--- src/rtl/dosmap_pkg.sv ---
package dosmap_pkg;
   localparam int CTRL_W       = 8;
   localparam int CB_ARM       = 0;
   localparam int CB_LEAVE_ADR = 1;
   localparam int CB_LEAVE_RAM = 2;
   localparam int CB_BP_EN     = 4;

   typedef enum logic [1:0] {
      SEL_CTRL = 2'd0,
      SEL_BP   = 2'd1,
      SEL_CNT  = 2'd2,
      SEL_NONE = 2'd3
   } reg_sel_e;
endpackage

--- src/rtl/dosmap_regs.sv ---
module dosmap_regs
   import dosmap_pkg::*;
#(
   parameter int ADDR_W = 16,
   parameter int CNT_W  = 8
) (
   input  logic              clk,
   input  logic              rst,
   input  logic              reg_wr,
   input  logic [1:0]        reg_sel,
   input  logic [ADDR_W-1:0] reg_wdata,
   input  logic              m1_valid,
   input  logic              arm_set,
   input  logic              arm_clr,
   output logic              arm,
   output logic              leave_adr,
   output logic              leave_ram,
   output logic              bp_en,
   output logic [ADDR_W-1:0] bp_addr,
   output logic              cnt_expire,
   output logic [ADDR_W-1:0] reg_rdata
);
   localparam int PAD_C = ADDR_W - CTRL_W;
   localparam int PAD_N = ADDR_W - CNT_W;

   logic [CTRL_W-1:0] ctrl_q;
   logic [CNT_W-1:0]  cnt_q;
   logic              wr_ctrl, wr_bp, wr_cnt;

   assign wr_ctrl = reg_wr && (reg_sel == SEL_CTRL);
   assign wr_bp   = reg_wr && (reg_sel == SEL_BP);
   assign wr_cnt  = reg_wr && (reg_sel == SEL_CNT);

   always_ff @(posedge clk) begin
      if (rst) begin
         ctrl_q <= '0;
      end else begin
         if (wr_ctrl) ctrl_q <= reg_wdata[CTRL_W-1:0];
         if (arm_clr) ctrl_q[CB_ARM] <= 1'b0;
         if (arm_set) ctrl_q[CB_ARM] <= 1'b1;
      end
   end

   always_ff @(posedge clk) begin
      if (rst)        bp_addr <= '0;
      else if (wr_bp) bp_addr <= reg_wdata;
   end

   always_ff @(posedge clk) begin
      if (rst)                         cnt_q <= '0;
      else if (wr_cnt)                 cnt_q <= reg_wdata[CNT_W-1:0];
      else if (m1_valid && cnt_q != 0) cnt_q <= cnt_q - 1'b1;
   end

   assign cnt_expire = m1_valid && (cnt_q == CNT_W'(1));
   assign arm        = ctrl_q[CB_ARM];
   assign leave_adr  = ctrl_q[CB_LEAVE_ADR];
   assign leave_ram  = ctrl_q[CB_LEAVE_RAM];
   assign bp_en      = ctrl_q[CB_BP_EN];

   always_comb begin
      case (reg_sel)
         SEL_CTRL: reg_rdata = {{PAD_C{1'b0}}, ctrl_q};
         SEL_BP:   reg_rdata = bp_addr;
         SEL_CNT:  reg_rdata = {{PAD_N{1'b0}}, cnt_q};
         default:  reg_rdata = '0;
      endcase
   end

   AST_CNT_STEP: assert property (@(posedge clk) disable iff (rst)
      (m1_valid && cnt_q != 0 && !wr_cnt) |=> (cnt_q == $past(cnt_q) - 1'b1)) else $error("countdown step");
   AST_CNT_HOLD: assert property (@(posedge clk) disable iff (rst)
      (!m1_valid && !wr_cnt) |=> $stable(cnt_q)) else $error("countdown hold");
endmodule

--- src/rtl/dosmap_page.sv ---
module dosmap_page #(
   parameter int       ADDR_W  = 16,
   parameter bit [7:0] ENTRY_HI = 8'h3D
) (
   input  logic              clk,
   input  logic              rst,
   input  logic              m1_valid,
   input  logic [ADDR_W-1:0] fetch_addr,
   input  logic              fetch_ram,
   input  logic              arm,
   input  logic              leave_adr,
   input  logic              leave_ram,
   input  logic              restore_dos,
   output logic              arm_clr,
   output logic              dos_active
);
   logic entry_hit, above_low;

   assign entry_hit = (fetch_addr[ADDR_W-1 -: 8] == ENTRY_HI);
   assign above_low = (fetch_addr[ADDR_W-1 -: 2] != 2'b00);
   assign arm_clr   = m1_valid && arm && entry_hit && !restore_dos;

   always_ff @(posedge clk) begin
      if (rst) begin
         dos_active <= 1'b0;
      end else if (restore_dos) begin
         dos_active <= 1'b1;
      end else if (m1_valid) begin
         if (arm) begin
            if (entry_hit) dos_active <= 1'b1;
         end else if (leave_adr) begin
            if (above_low) dos_active <= 1'b0;
         end else if (leave_ram) begin
            if (fetch_ram) dos_active <= 1'b0;
         end
      end
   end

   AST_ARM_ENTER: assert property (@(posedge clk) disable iff (rst)
      (m1_valid && arm && entry_hit) |=> dos_active) else $error("entry");
   AST_ADR_LEAVE: assert property (@(posedge clk) disable iff (rst)
      (m1_valid && !arm && leave_adr && above_low && !restore_dos) |=> !dos_active) else $error("addr leave");
   AST_RAM_LEAVE: assert property (@(posedge clk) disable iff (rst)
      (m1_valid && !arm && !leave_adr && leave_ram && fetch_ram && !restore_dos) |=> !dos_active) else $error("ram leave");
endmodule

--- src/rtl/dosmap_nmi.sv ---
module dosmap_nmi #(
   parameter int ADDR_W = 16,
   parameter bit BP_EN  = 1'b1
) (
   input  logic              clk,
   input  logic              rst,
   input  logic              m1_valid,
   input  logic [ADDR_W-1:0] fetch_addr,
   input  logic              bp_en,
   input  logic [ADDR_W-1:0] bp_addr,
   input  logic              nmi_ack,
   input  logic              cnt_expire,
   input  logic              dos_active,
   output logic              restore_dos,
   output logic              nmi_req,
   output logic              nmi_busy
);
   logic hit, pending_q, saved_dos_q;

   generate
      if (BP_EN) begin : g_bp
         assign hit = bp_en && m1_valid && (fetch_addr == bp_addr) && !pending_q && !nmi_busy;
      end else begin : g_no_bp
         assign hit = 1'b0;
      end
   endgenerate

   always_ff @(posedge clk) begin
      if (rst) begin
         nmi_req     <= 1'b0;
         pending_q   <= 1'b0;
         saved_dos_q <= 1'b0;
      end else begin
         nmi_req <= hit;
         if (hit)          pending_q <= 1'b1;
         else if (nmi_ack) pending_q <= 1'b0;
         if (hit)          saved_dos_q <= dos_active;
      end
   end

   always_ff @(posedge clk) begin
      if (rst)                       nmi_busy <= 1'b0;
      else if (cnt_expire)           nmi_busy <= 1'b0;
      else if (nmi_ack && pending_q) nmi_busy <= 1'b1;
   end

   assign restore_dos = cnt_expire && nmi_busy && saved_dos_q;

   AST_REQ_PULSE: assert property (@(posedge clk) disable iff (rst)
      nmi_req |=> !nmi_req) else $error("req pulse");
   AST_BUSY_ON_ACK: assert property (@(posedge clk) disable iff (rst)
      $rose(nmi_busy) |-> $past(nmi_ack)) else $error("busy w/o ack");
   AST_EXPIRE_CLR: assert property (@(posedge clk) disable iff (rst)
      cnt_expire |=> !nmi_busy) else $error("expire");
endmodule

--- src/rtl/dosmap_ctrl.sv ---
module dosmap_ctrl
   import dosmap_pkg::*;
#(
   parameter int       ADDR_W   = 16,
   parameter int       CNT_W    = 8,
   parameter bit [7:0] ENTRY_HI = 8'h3D,
   parameter bit       BP_EN    = 1'b1
) (
   input  logic              clk,
   input  logic              rst,
   input  logic              m1_valid,
   input  logic [ADDR_W-1:0] fetch_addr,
   input  logic              fetch_ram,
   input  logic              nmi_ack,
   input  logic              reg_wr,
   input  logic [1:0]        reg_sel,
   input  logic [ADDR_W-1:0] reg_wdata,
   output logic [ADDR_W-1:0] reg_rdata,
   output logic              dos_active,
   output logic              nmi_req,
   output logic              nmi_busy
);
   generate
      if (ADDR_W <= CTRL_W) begin : g_bad_addr
         $error("ADDR_W must exceed the control width");
      end
      if (CNT_W < 1 || CNT_W > ADDR_W) begin : g_bad_cnt
         $error("CNT_W must be within 1..ADDR_W");
      end
   endgenerate

   logic arm, leave_adr, leave_ram, bp_en, cnt_expire, arm_clr, restore_dos;
   logic [ADDR_W-1:0] bp_addr;

   dosmap_regs #(.ADDR_W(ADDR_W), .CNT_W(CNT_W)) regs_i (
      .clk(clk), .rst(rst), .reg_wr(reg_wr), .reg_sel(reg_sel), .reg_wdata(reg_wdata),
      .m1_valid(m1_valid), .arm_set(restore_dos), .arm_clr(arm_clr),
      .arm(arm), .leave_adr(leave_adr), .leave_ram(leave_ram), .bp_en(bp_en),
      .bp_addr(bp_addr), .cnt_expire(cnt_expire), .reg_rdata(reg_rdata)
   );

   dosmap_page #(.ADDR_W(ADDR_W), .ENTRY_HI(ENTRY_HI)) page_i (
      .clk(clk), .rst(rst), .m1_valid(m1_valid), .fetch_addr(fetch_addr),
      .fetch_ram(fetch_ram), .arm(arm), .leave_adr(leave_adr), .leave_ram(leave_ram),
      .restore_dos(restore_dos), .arm_clr(arm_clr), .dos_active(dos_active)
   );

   dosmap_nmi #(.ADDR_W(ADDR_W), .BP_EN(BP_EN)) nmi_i (
      .clk(clk), .rst(rst), .m1_valid(m1_valid), .fetch_addr(fetch_addr),
      .bp_en(bp_en), .bp_addr(bp_addr), .nmi_ack(nmi_ack), .cnt_expire(cnt_expire),
      .dos_active(dos_active), .restore_dos(restore_dos), .nmi_req(nmi_req),
      .nmi_busy(nmi_busy)
   );

   AST_RESET_IDLE: assert property (@(posedge clk)
      $past(rst) |-> (!dos_active && !nmi_req && !nmi_busy)) else $error("reset state");
endmodule

--- config.mk ---
export PLATFORM = sky130hd
export DESIGN_NAME = dosmap_ctrl
export DESIGN_NICKNAME = d
export VERILOG_FILES = /design/src/rtl/dosmap_pkg.sv /design/src/rtl/dosmap_regs.sv /design/src/rtl/dosmap_page.sv /design/src/rtl/dosmap_nmi.sv /design/src/rtl/dosmap_ctrl.sv
export SDC_FILE = /design/constraint.sdc
export NUM_CORES = 1
export LEC_CHECK = 0
export ABC_AREA = 1
export BUFFER_PORTS_ARGS = -buffer_cell sky130_fd_sc_hd__buf_2
export CORE_MARGIN = 2
export CORE_UTILIZATION = 50
export CTS_CLUSTER_SIZE = 25
export DETAILED_ROUTE_END_ITERATION = 10
export PLACE_DENSITY_LB_ADDON = 0.25
export SLEW_MARGIN = 10
export SYNTH_ARGS = -nofsm -noshare
export SYNTH_HDL_FRONTEND = slang
export SYNTH_SLANG_ARGS = --single-unit
--- constraint.sdc ---
create_clock -name clk -period 1.7 [get_ports clk]
set_input_delay 0.17 -clock clk [delete_from_list [all_inputs] [get_ports clk]]
set_output_delay 0.17 -clock clk [all_outputs]
set_load 0.05 [all_outputs]
# Word-level counts from Yosys, hierarchy flattened
# Cells that the tools add are included.
# totals
memories	0
ff_bits	37
elab_cells	62
ramBits	0
in_bits	40
latch_bits	0
rom_bits	0
out_inout_bits	19
# classes
bitwise_logic	0
n_reduce_logical	29
eq_ne	7
magnitude_cmp	0
shifts	0
div	0
mux	16
n_mul	0
n_addsub	1
# op_table
cell	n
16-bit one-hot mux with 3 select lines	1
16-bit == test	1
8-bit two-way mux	2
1-bit logical AND	15
1-bit two-way mux	13
8-bit by 1-bit == test with 1-bit output, second input constant	1
8-bit by 6-bit == test with 1-bit output, second input constant	1
2-bit nonzero test	4
4-bit nonzero test	2
8-bit nonzero test	1
8-bit by 1-bit subtractor with 8-bit output, second input constant	1
5-bit AND reduction	1
4-bit by 2-bit != test with 1-bit output, second input constant	1
1-bit logical NOT	3
3-bit by 1-bit != test with 1-bit output, second input constant	1
3-bit nonzero test	1
2-bit by 1-bit == test with 1-bit output, second input constant	1
2-bit == test, second input constant	1
2-bit logical NOT	1
2-bit OR reduction	1

# Depth between registers and ports, before layout
# Gate-level depths: netlist of the first run.
# depth
word_depth	8
depth_mapped	10
ltp_nobuf	10

# Hierarchy
# Synthesis of the first run repeated with hierarchy kept, for this count alone.
# unflattened
hier_cells	384
area_unflattened_um2	2373.5
# by_module_without_submodules
module	area_each_um2	seq_area_each_um2	cells_each	instances
dosmap_regs	1679.1	640.6	243	1
dosmap_nmi	559.3	80.1	113	1
dosmap_page	135.1	20.0	28	1

# Worst setup path before layout of the first run
# OpenSTA, ideal clock, no wires.
# synth_path
path_type	input to output
from	in reg_sel[0]
to	out reg_rdata[7]
arrival_time_ps	1389
required_ps	1530
path_stages	5
n_path_buf	1
path_slack_ps	141
path_cell_list	inv_2 nor2_4 inv_2 buf_2 o221ai_1
# synth_between
elab_chain_len	2
word_cells_on_any_way	4
classes_between	2 x eq/ne; 1 x mux; 1 x reduce/logical
# synth_rtl
item	line_no	rtl
start: declaration	dosmap_ctrl.sv:16	input logic [1:0] reg_sel,
2-bit == test, or another cell as far along	dosmap_regs.sv:62	case (reg_sel)
16-bit one-hot mux with 3 select lines *	dosmap_regs.sv:62	
end: declaration	dosmap_ctrl.sv:18	output logic [ADDR_W-1:0] reg_rdata,
# Every way passes the cells marked *; elsewhere a longest branch is shown, timed or not.

# Worst setup path after layout of the first run
# layout_path
from	reg regs_i.cnt_q[0]
to	reg regs_i.cnt_q[7]
# layout_between
elab_chain_len	3
word_cells_on_any_way	6
classes_between	1 x add/sub; 2 x mux; 3 x reduce/logical
# layout_rtl
item	line_no	rtl
start: declaration	dosmap_regs.sv:27	logic [CNT_W-1:0] cnt_q;
start signal: assignment	dosmap_regs.sv:51	else if (wr_cnt) cnt_q <= reg_wdata[CNT_W-1:0];
start signal: assignment	dosmap_regs.sv:52	else if (m1_valid && cnt_q != 0) cnt_q <= cnt_q - 1'b1;
8-bit by 1-bit subtractor with 8-bit output or 8-bit nonzero test (tied branches)	dosmap_regs.sv:52	
8-bit two-way mux or 1-bit logical AND (tied branches)	dosmap_regs.sv:52	
8-bit two-way mux or 2-bit nonzero test (tied branches)	-	
# Parallel ways exist; a longest one is shown, timed or not. The select of a mux whose other input is x is not followed.
# A chain may end at the register's enable or synchronous reset.

==> run metrics, run 1 <==
minimum clock period roughly 1.6 ns; Tcrit/Tclk final 94.6%; syn nets around 380; Die Ht 70.2 microns; Hold Slack about 0.08 ns; R2R depth 10; worst hold-check path type input port to flop; initial antenna violation count 0; WP data arrival 1.85 ns; total power between 3 and 4 mW; initial drt markers ~240; Synth top cells by count nand2_1, inv_1, nor2_1; asr flop ratio synth 0%; Via density around 5.3; worst hold start nmi_ack; post-synth top area share roughly 34%; Core Util, Final about three fifths; Sink Count 37; post-synth cell types 29; Post-Place Cells around 450; Post-DRT Antenna Nets 0; die width ~70 microns; Post-Syn Area 0.00219 sq mm; hold endpoint nmi_i.pending_q; CP Data Required Time 1.94 ns; largest family of logic cells by synthesized area simple AND/OR/NAND/NOR gates; GRT Total Usage between 20 and 25%; EDFF count, synth 0; endpoints failing setup 0; fraction of layout cells with a size suffix above 1 roughly a fifth; Startpoint Class flop; global-route wire length before repair ~10000 microns; Vias 2414; Syn Inst Count 342; Crit Path Max Fanout 8; Post-Synth Simple-Gate Area between 30% and 40%; H-tree depth 2; Pwr per Cell Area around 1200 mW/mm^2; Final Hold Vio Count 0; Rel. slew slack about 52%; Layout Cells excl Fill about 460; type of destination of the critical path flop; drt first pass iters 4; Compound-Gate Fraction of Synth Area a little under a fifth; CP Class flop to flop; CTS Buf Count 5; grt total ovfl 0; largest net degree at the start of global routing 32; final instance area roughly 0.0026 sq mm; Max-Cap Viols 0; Slew @ Worst Pin 0.723 ns; Reg area ~740 sq um; Fmax achieved between 0.6 and 0.7 GHz; clk slew on worst S/H paths around 0.08 ns; Leak around 1.2 nW; Slew Viols, Final 0; TNS Setup 0 ns; number of global-route vias before repair 2146; port bufs 58; peak supply drop approximately 600 uV; Area Growth Syn to Fin 19.6%; Filler cells between 400 and 500; Fin Clk Skew about 0.0068 ns; site row count 24; multiplexer share of the synthesized area 0%; n_diodes 0; area taken by multi-input logic gates between 0.001 and 0.0015 sq mm; RSZ-0062 raised after global routing false; setup slack, reg-to-reg 0.09 ns; DRC 0; dpl ws between 0.1 and 0.15 ns; dominant cell type by area after synthesis dfxtp_1; Initial Util 51.0%; warnings from Yosys 0; Seq/Total Area, Yosys between 30 and 40%; xor/xnor share of the synthesized area 2.80%; post-DP HPWL roughly 4700 microns; post-detailed-routing wire length roughly 6100 microns; Nets 444; drt wl/cell between 10 and 15 microns; # IOs 59; reg2reg end regs_i.cnt_q[7]; number of synthesized register bits 37; Most used DFF post-synth dfxtp_1; setup ws final 0.0921 ns; hold path depth 2; global placer's final weighted congestion 0.960; core footprint 0.00429 sq mm; worst r2r src regs_i.cnt_q[0]; Clk Latency, worst-skew pair 0.30 ns; synthesized-area fraction occupied by adder cells under 10%; CTS Buffer Depth 2; syn_area_per_cell approximately 6.4 sq um; outcome finished, final reports clean; Post-DP Area 0.00252 sq mm; die area about 0.005 sq mm; count leader, synth nand2_1; Synth area leaders dfxtp_1, nand2_1, inv_1, nor2_1, a21oi_1; TritonCTS clock tree built; clock tree root driver cell clkbuf_8
## per-layer routing
metal / routed length, microns / track usage (%)
met5: 0 / 0
met3: 404 / 3.61
met4: 75 / 7.05
met2: 2720 / 39.8
met1: 2880 / 34.9
## cells in the final DEF, fill, tap and decap left out, drive strengths merged
cell type	n
inv	56
nand4	8
a21oi	23
nor3	2
clkinv	2
clkbuf	6
xnor2	4
buf	60
o31ai	1
ha	2
o211ai	3
xor2	3
o221ai	7
nand3	15
nand3b	1
dfxtp	37
o21ai	31
nand2	88
a31oi	6
nor2	46
nor4	2
## what timing repair did
action	in CTS	in global routing
endpoints found under the setup margin	0	8
resized for setup	0	4
hold buffers	0	0
buffers inserted	0	1
## flip-flops by register name, summed over array words and instances, names as in the netlist
signal	count
nmi_i.nmi_req	1
nmi_i.saved_dos_q	1
page_i.dos_active	1
nmi_i.pending_q	1
regs_i.ctrl_q	8
nmi_i.nmi_busy	1
regs_i.cnt_q	8
regs_i.bp_addr	16
## worst max-delay path: stages (launching register included)
cell     delay [ns]
dfxtp_1        0.34
inv_2          0.09
ha_2           0.19
inv_1          0.07
nor2_2         0.12
nand2_2        0.09
o21ai_4        0.31
nand2_2        0.09
o21ai_1        0.13
nor2_1         0.06
nor2_1         0.07
## cells by family after synthesis
family                     Yosys count
buffers and inverters               63
DFF                                 37
and+or+nand+nor                    162
adders and majority gates            2
AOI/OAI and AO/OA                   71
xor gates and xnor gates             7
## power by group
part	internal, mW	switching [mW]
Clock	0.285	0.333
Combinational	0.447	0.865
Sequential	0.983	0.110
## how the worst max path moves through the flow
stage	start	endpoint	slack (ns)	depth (start not counted)
after floorplan	reg_sel[0]	reg_rdata[7]	0.14	5
after global placement	regs_i.cnt_q[0]	regs_i.cnt_q[5]	0.16	9
after detailed placement	regs_i.cnt_q[0]	regs_i.cnt_q[7]	0.13	10
after CTS	regs_i.cnt_q[0]	regs_i.cnt_q[7]	0.07	10
after global routing	regs_i.cnt_q[0]	regs_i.cnt_q[6]	0.005	10
final	regs_i.cnt_q[0]	regs_i.cnt_q[7]	0.09	10
## area by class of cell
| type | count | share of cell area, % |
|---|---|---|
| Clock buffer | 6 | 2.77 |
| Inverter | 56 | 8.02 |
| Tap cell | 52 | 2.48 |
| Multi-Input combinational cell | 242 | 46.4 |
| Sequential cell | 37 | 28.3 |
| Timing Repair Buffer | 60 | 11.7 |
| Clock inverter | 2 | 0.382 |
Power figures use the tool's default switching activity.
==> inputs of run 2 (changes only) <==
--- a/config.mk
+++ b/config.mk
@@ -15,4 +15,5 @@
 export SLEW_MARGIN = 10
 export SYNTH_ARGS = -nofsm -noshare
 export SYNTH_HDL_FRONTEND = slang
+export SYNTH_HIERARCHICAL = 1
 export SYNTH_SLANG_ARGS = --single-unit
==> run metrics, run 2 <==
drt first pass iters 4 (unchanged); cts-stage hold buffer count 0 (unchanged); outcome finished, final reports clean (unchanged); grt total ovfl 0 (unchanged); Final Hold Vio Count 0 (unchanged); Crit Path Max Fanout 5 (was 8); asr flop ratio synth 0% (unchanged); Post-DP Area 0.00274 sq mm (was 0.00252 sq mm); Nets 490 (was 444); Syn Inst Count 384 (was 342); H-tree depth 2 (unchanged); post-synth cell types 31 (was 29); Internal Pwr Total 1.90 mW (was 1.71 mW); cells along the critical path nor2_2, nand2_2, nor2_1, inv_1, nor2_2, nor2_2, nand2_1, nor2_1, nor2_1, nand3_1, a21oi_1 (was inv_2, ha_2, inv_1, nor2_2, nand2_2, o21ai_4, nand2_2, o21ai_1, nor2_1, nor2_1); die area 0.00531 sq mm (was 0.00493 sq mm); Biggest register regs_i/bp_addr (was regs_i.bp_addr); Largest register FFs 16 (unchanged); warnings from Yosys 6 (was 0); most frequent cells in the layout nand2_1, inv_1, buf_2, nor2_1, dfxtp_1 (was nand2_1, buf_2, inv_1); syn_area_per_cell 6.18 sq um (was 6.41 sq um); fraction of layout cells with a size suffix above 1 19.9% (was 21.1%); die width 72.9 microns (was 70.2 microns); Seq/Total Area, Yosys 31.2% (was 33.8%); Initial Util 50.9% (was 51.0%); CTS Buffer Depth 2 (unchanged); CTS Buf Count 5 (unchanged); CP Class flop to flop (unchanged); Area Growth Syn to Fin 19.9% (was 19.6%); CP Data Required Time 1.92 ns (was 1.94 ns); Post-CTS Resized 1 (was 0); Max-Cap Viols 0 (unchanged); net switching power 1.45 mW (was 1.31 mW); largest net degree at the start of global routing 33 (was 32); peak supply drop 669 uV (was 600 uV); Fmax achieved 0.608 GHz (was 0.622 GHz); n_diodes 0 (unchanged); Vias 2549 (was 2414); count leader, synth nand2_1 (unchanged); type of destination of the critical path flop (unchanged); Most used DFF post-synth dfxtp_1 (unchanged); Slowest-stage cell, CP dfxtp_1 (unchanged); Sink Count 37 (unchanged); setup ws final 0.0564 ns (was 0.0921 ns); dominant cell type by area after synthesis dfxtp_1 (unchanged); initial antenna violation count 0 (unchanged); number of synthesized register bits 37 (unchanged); TNS Setup 0 ns (unchanged); final instance area 0.00285 sq mm (was 0.00262 sq mm); Die Ht 72.9 microns (was 70.2 microns); # IOs 59 (unchanged); port bufs 58 (unchanged); Post-Place Cells 494 (was 446); syn nets 427 (was 384); site row count 25 (was 24); initial drt markers 138 (was 242); global placer's final weighted congestion 0.856 (was 0.960); clk slew on worst S/H paths 0.08 ns (about the same); Filler cells 455 (was 432); Post-Syn Area 0.00237 sq mm (was 0.00219 sq mm); Rel. slew slack 77.1% (was 51.7%); Via density 5.08 (was 5.31); postcts setup bufs 0 (unchanged); Startpoint Class flop (unchanged); Pwr per Cell Area 1180 mW/mm^2 (was 1150 mW/mm^2); Layout Cells excl Fill 502 (was 455); Fin Clk Skew 0.00773 ns (was 0.00679 ns); Reg area 741 sq um (unchanged); Switching Fraction 43.4% (was 43.3%); WP data arrival 1.86 ns (was 1.85 ns); EDFF count, synth 0 (unchanged); Logic pwr share 46.3% (was 43.4%); Synth area leaders dfxtp_1, nand2_1, inv_1, nor2_1, a211oi_1 (was dfxtp_1, nand2_1, inv_1, nor2_1, a21oi_1); Tcrit/Tclk final 96.7% (was 94.6%); DRC 0 (unchanged); minimum clock period 1.64 ns (was 1.61 ns); post-DP HPWL 4790 microns (was 4670 microns); global-route wire length before repair 10300 microns (was 9760 microns); slowest stage delay, CP 0.35 ns (was 0.34 ns); Post-DRT Antenna Nets 0 (unchanged); post-synth top area share 31.2% (was 33.8%); clock network power share 20.6% (was 20.4%); clock tree root driver cell clkbuf_8 (unchanged); Clk Latency, worst-skew pair 0.29 ns (was 0.30 ns); endpoints failing setup 0 (unchanged); Leak 1.39 nW (was 1.24 nW); Slew @ Worst Pin 0.344 ns (was 0.723 ns); worst hold-check path type input port to flop (unchanged); biggest regs regs_i/bp_addr: 16 flops, regs_i/cnt_q: 8 flops, regs_i/ctrl_q: 8 flops (was regs_i.bp_addr: 16 flops, regs_i.cnt_q: 8 flops, regs_i.ctrl_q: 8 flops); area taken by multi-input logic gates 0.00133 sq mm (was 0.00122 sq mm); Slew Viols, Final 0 (unchanged); TritonCTS clock tree built (unchanged); number of global-route vias before repair 2314 (was 2146); GRT Total Usage 24.9% (about the same); post-detailed-routing wire length 6340 microns (was 6080 microns); part of the power in registers 33.2% (was 36.2%); commonest non-fill, non-tap cell in the layout nand2_1 (unchanged); dpl ws 0.0303 ns (was 0.129 ns); Synth top cells by count nand2_1, inv_1, nor2_1 (unchanged); drt wl/cell 12.6 microns (was 13.4 microns); core footprint 0.00466 sq mm (was 0.00429 sq mm)
run 2: changes by cell type after synthesis, moves of 3 or more:
cell,before,now
nand2_1,85,107
nor2_1,41,61
inv_1,52,70
a211oi_1,0,17
o21ai_1,17,0
a21oi_1,23,13
nand3_1,14,23
o21ai_0,13,6
a31oi_1,6,1
nand4_1,8,5
o211ai_1,3,0
xnor2_1,4,7
run 2: path summary, 6_finish.rpt:
kind / startpoint / endpoint / slack (ns) / depth (start not counted)
worst min-delay path: nmi_ack / nmi_i/pending_q / 0.1 / 2
worst max register to register: regs_i/cnt_q[5] / regs_i/ctrl_q[0] / 0.06 / 11
worst min register to register: regs_i/ctrl_q[6] / regs_i/ctrl_q[6] / 0.47 / 2
worst max-delay path: regs_i/cnt_q[5] / regs_i/ctrl_q[0] / 0.06 / 11
run 2: per-layer routing:
metal	vias up	part of all wire, %	track usage, %	routed length (microns)
met5	-	0	0	0
met4	0	1.3	7.61	83
met3	10	7.3	4.97	462
met2	83	47	40.4	2980
met1	1130	44	33.2	2810
li1	1326	-	-	-
run 2: logic make-up (layout without fill, tap and decap cells):
group	count (synthesis)	count (layout)	share of synthesized area [%]
fa+ha+maj	3	3	1.58
compound gates	49	49	14.3
flops	37	37	31.2
simple gates	206	206	36.6
buf+inv	81	145	13.3
xor+xnor	8	8	2.95
run 2: final cells by class:
cell class	count	share of cell area, %
Multi-Input combinational cell	266	46.6
Sequential cell	37	26.0
Timing Repair Buffer	64	11.8
Inverter	73	9.63
Clock buffer	7	3.38
Tap cell	54	2.37
Clock inverter	1	0.176
run 2: metrics by stage:
stage | hold WS, ns | util [%] | power (mW)
finish | 0.0964 | 61.1 | 3.35
global route | 0.0975 | 61.1 | 3.62
CTS | 0.0913 | 60.9 | 3.33
detailed placement | 0.403 | 58.7 | 2.61
global placement | 0.379 | 58.7 | 2.59
floorplan | 0.248 | - | 2.24
run 2: worst max-delay path, delay by kind of cell (launching register included):
family	cells	cell delay (ns)
simple gates	9	1.01
flops	1	0.35
compound gates	1	0.16
buf+inv	1	0.06
run 2: power groups by stage:
stage | Combinational (mW) | Clock, mW | Sequential, mW
floorplan | 1.13 | 0 | 1.11
global placement | 1.47 | 0 | 1.12
detailed placement | 1.49 | 0 | 1.12
CTS | 1.52 | 0.711 | 1.11
global route | 1.75 | 0.747 | 1.13
finish | 1.55 | 0.690 | 1.11
==> inputs of run 3 (changes only) <==
--- a/config.mk
+++ b/config.mk
@@ -7,6 +7,7 @@
 export LEC_CHECK = 0
 export ABC_AREA = 1
 export BUFFER_PORTS_ARGS = -buffer_cell sky130_fd_sc_hd__buf_2
+export CORE_ASPECT_RATIO = 1.2
 export CORE_MARGIN = 2
 export CORE_UTILIZATION = 50
 export CTS_CLUSTER_SIZE = 25
==> run metrics, run 3 (synthesis gave the netlist of run 2 again) <==
post-detailed-routing wire length 6420 microns (was 6340 microns); part of the power in registers 34.7% (was 33.2%); Fmax achieved 0.643 GHz (was 0.608 GHz); Startpoint Class flop (unchanged); Max-Cap Viols 0 (unchanged); most frequent cells in the layout nand2_1, inv_1, buf_2 (was nand2_1, inv_1, buf_2, nor2_1, dfxtp_1); die width 66.9 microns (was 72.9 microns); Fin Clk Skew 0.00686 ns (was 0.00773 ns); GRT Total Usage 25.1% (was 24.9%); n_diodes 0 (unchanged); fraction of layout cells with a size suffix above 1 19.8% (was 19.9%); WP data arrival 1.71 ns (was 1.86 ns); Die Ht 79.5 microns (was 72.9 microns); peak supply drop 860 uV (was 669 uV); Crit Path Max Fanout 9 (was 5); cell family with most CP delay simple AND/OR/NAND/NOR gates (unchanged); DRC 0 (unchanged); CTS Buffer Depth 2 (unchanged); Nets 491 (was 490); outcome finished, final reports clean (unchanged); Internal Pwr Total 1.83 mW (was 1.90 mW); Post-CTS Resized 0 (was 1); drt wl/cell 12.7 microns (was 12.6 microns); type of destination of the critical path flop (unchanged); Switching Fraction 43.8% (was 43.4%); H-tree depth 2 (unchanged); Post-DRT Antenna Nets 0 (unchanged); Filler cells 460 (was 455); initial drt markers 111 (was 138); Tcrit/Tclk final 91.5% (was 96.7%); number of global-route vias before repair 2294 (was 2314); CTS Buf Count 5 (unchanged); Vias 2554 (was 2549); site row count 27 (was 25); TritonCTS clock tree built (unchanged); initial antenna violation count 0 (unchanged); # IOs 59 (unchanged); Rel. slew slack 69.2% (was 77.1%); RSZ-0062 raised after global routing false; TNS Setup 0 ns (unchanged); area taken by multi-input logic gates 0.00133 sq mm (about the same); Slew Viols, Final 0 (unchanged); postcts setup bufs 0 (unchanged); clock tree root driver cell clkbuf_8 (unchanged); Logic pwr share 47.0% (was 46.3%); endpoints failing setup 0 (unchanged); clk slew on worst S/H paths 0.08 ns (about the same); Via density 5.04 (was 5.08); Biggest register regs_i/bp_addr (unchanged); port bufs 58 (unchanged); minimum clock period 1.56 ns (was 1.64 ns); net switching power 1.43 mW (was 1.45 mW); Reg area 741 sq um (unchanged); largest net degree at the start of global routing 33 (unchanged); post-DP HPWL 4890 microns (was 4790 microns); biggest regs regs_i/bp_addr: 16 flops, regs_i/cnt_q: 8 flops, regs_i/ctrl_q: 8 flops (unchanged); Slew @ Worst Pin 0.462 ns (was 0.344 ns); Slowest-stage cell, CP dfxtp_1 (unchanged); total power 3.26 mW (was 3.35 mW); Largest register FFs 16 (unchanged); cts-stage hold buffer count 0 (unchanged); Leak 1.39 nW (about the same); global-route wire length before repair 10200 microns (was 10300 microns); Initial Util 51.7% (was 50.9%); grt total ovfl 0 (unchanged); worst hold-check path type input port to flop (unchanged); Clk Latency, worst-skew pair 0.29 ns (about the same); Buf+Inv Stages, Crit Path 1 (unchanged); CP Class flop to flop (unchanged); die area 0.00532 sq mm (was 0.00531 sq mm); slowest stage delay, CP 0.34 ns (was 0.35 ns); cells along the critical path inv_1, ha_1, nand2_1, o21ai_4, nand2_1, nand2_1, a21oi_1 (was nor2_2, nand2_2, nor2_1, inv_1, nor2_2, nor2_2, nand2_1, nor2_1, nor2_1, nand3_1, a21oi_1); Final Hold Vio Count 0 (unchanged); commonest non-fill, non-tap cell in the layout nand2_1 (unchanged); Pwr per Cell Area 1150 mW/mm^2 (was 1180 mW/mm^2); Sink Count 37 (unchanged); Area Growth Syn to Fin 19.9% (about the same); drt first pass iters 5 (was 4); clock network power share 18.3% (was 20.6%); CP Data Required Time 1.85 ns (was 1.92 ns); CP most frequent cell nand2_1; core footprint 0.00459 sq mm (was 0.00466 sq mm); global placer's final weighted congestion 0.928 (was 0.856)
-- run 3: worst reg2reg max path: stages (launching register included) --
cell and delay (ns):
dfxtp_1 0.34, inv_1 0.14, ha_1 0.18, nand2_1 0.11, o21ai_4 0.29, nand2_1 0.19, nand2_1 0.11, a21oi_1 0.06
-- run 3: layer usage --
layer	track usage, %	routed length (microns)	vias up
met4	7.76	83	0
li1	-	-	1333
met2	44.6	3180	77
met3	5.22	441	7
met1	29.6	2720	1137
met5	0	0	-
-- run 3: metrics by stage --
step / hold slack (ns) / utilization, % / cell area, sq um / std cells / setup WS [ns]
after detailed placement: 0.389 / 59.8 / 2750 / 499 / 0.0397
after global placement: 0.382 / 59.8 / 2750 / 499 / 0.155
after CTS: 0.0821 / 61.6 / 2830 / 507 / 0.0284
after floorplan: 0.248 / - / 2370 / 384 / 0.0820
final: 0.0869 / 61.9 / 2850 / 507 / 0.144
after global routing: 0.0686 / 61.9 / 2850 / 507 / 0.0253
-- run 3: worst paths after layout --
kind	from	to	slack, ns	depth (start not counted)
worst max-delay path	regs_i/cnt_q[0]	regs_i/cnt_q[4]	0.14	7
worst min-delay path	nmi_ack	nmi_i/pending_q	0.09	2
worst max register to register	regs_i/cnt_q[0]	regs_i/cnt_q[4]	0.14	7
worst min register to register	regs_i/ctrl_q[6]	regs_i/ctrl_q[6]	0.47	2
-- run 3: layout make-up --
cell class | count | area share, %
multi-input combinational | 266 | 46.8
sequential | 37 | 26.0
timing repair buffer | 65 | 12.0
inverter | 73 | 9.63
clock buffer | 6 | 2.55
tap | 58 | 2.55
clock inverter | 2 | 0.352
-- run 3: power by group through the flow --
stage	clock (mW)	sequential [mW]	combinational [mW]
6_report	0.598	1.13	1.53
5_1_grt	0.657	1.14	1.70
4_1_cts	0.609	1.12	1.50
3_5_place_dp	0	1.14	1.49
3_3_place_gp	0	1.13	1.48
2_1_floorplan	0	1.11	1.13
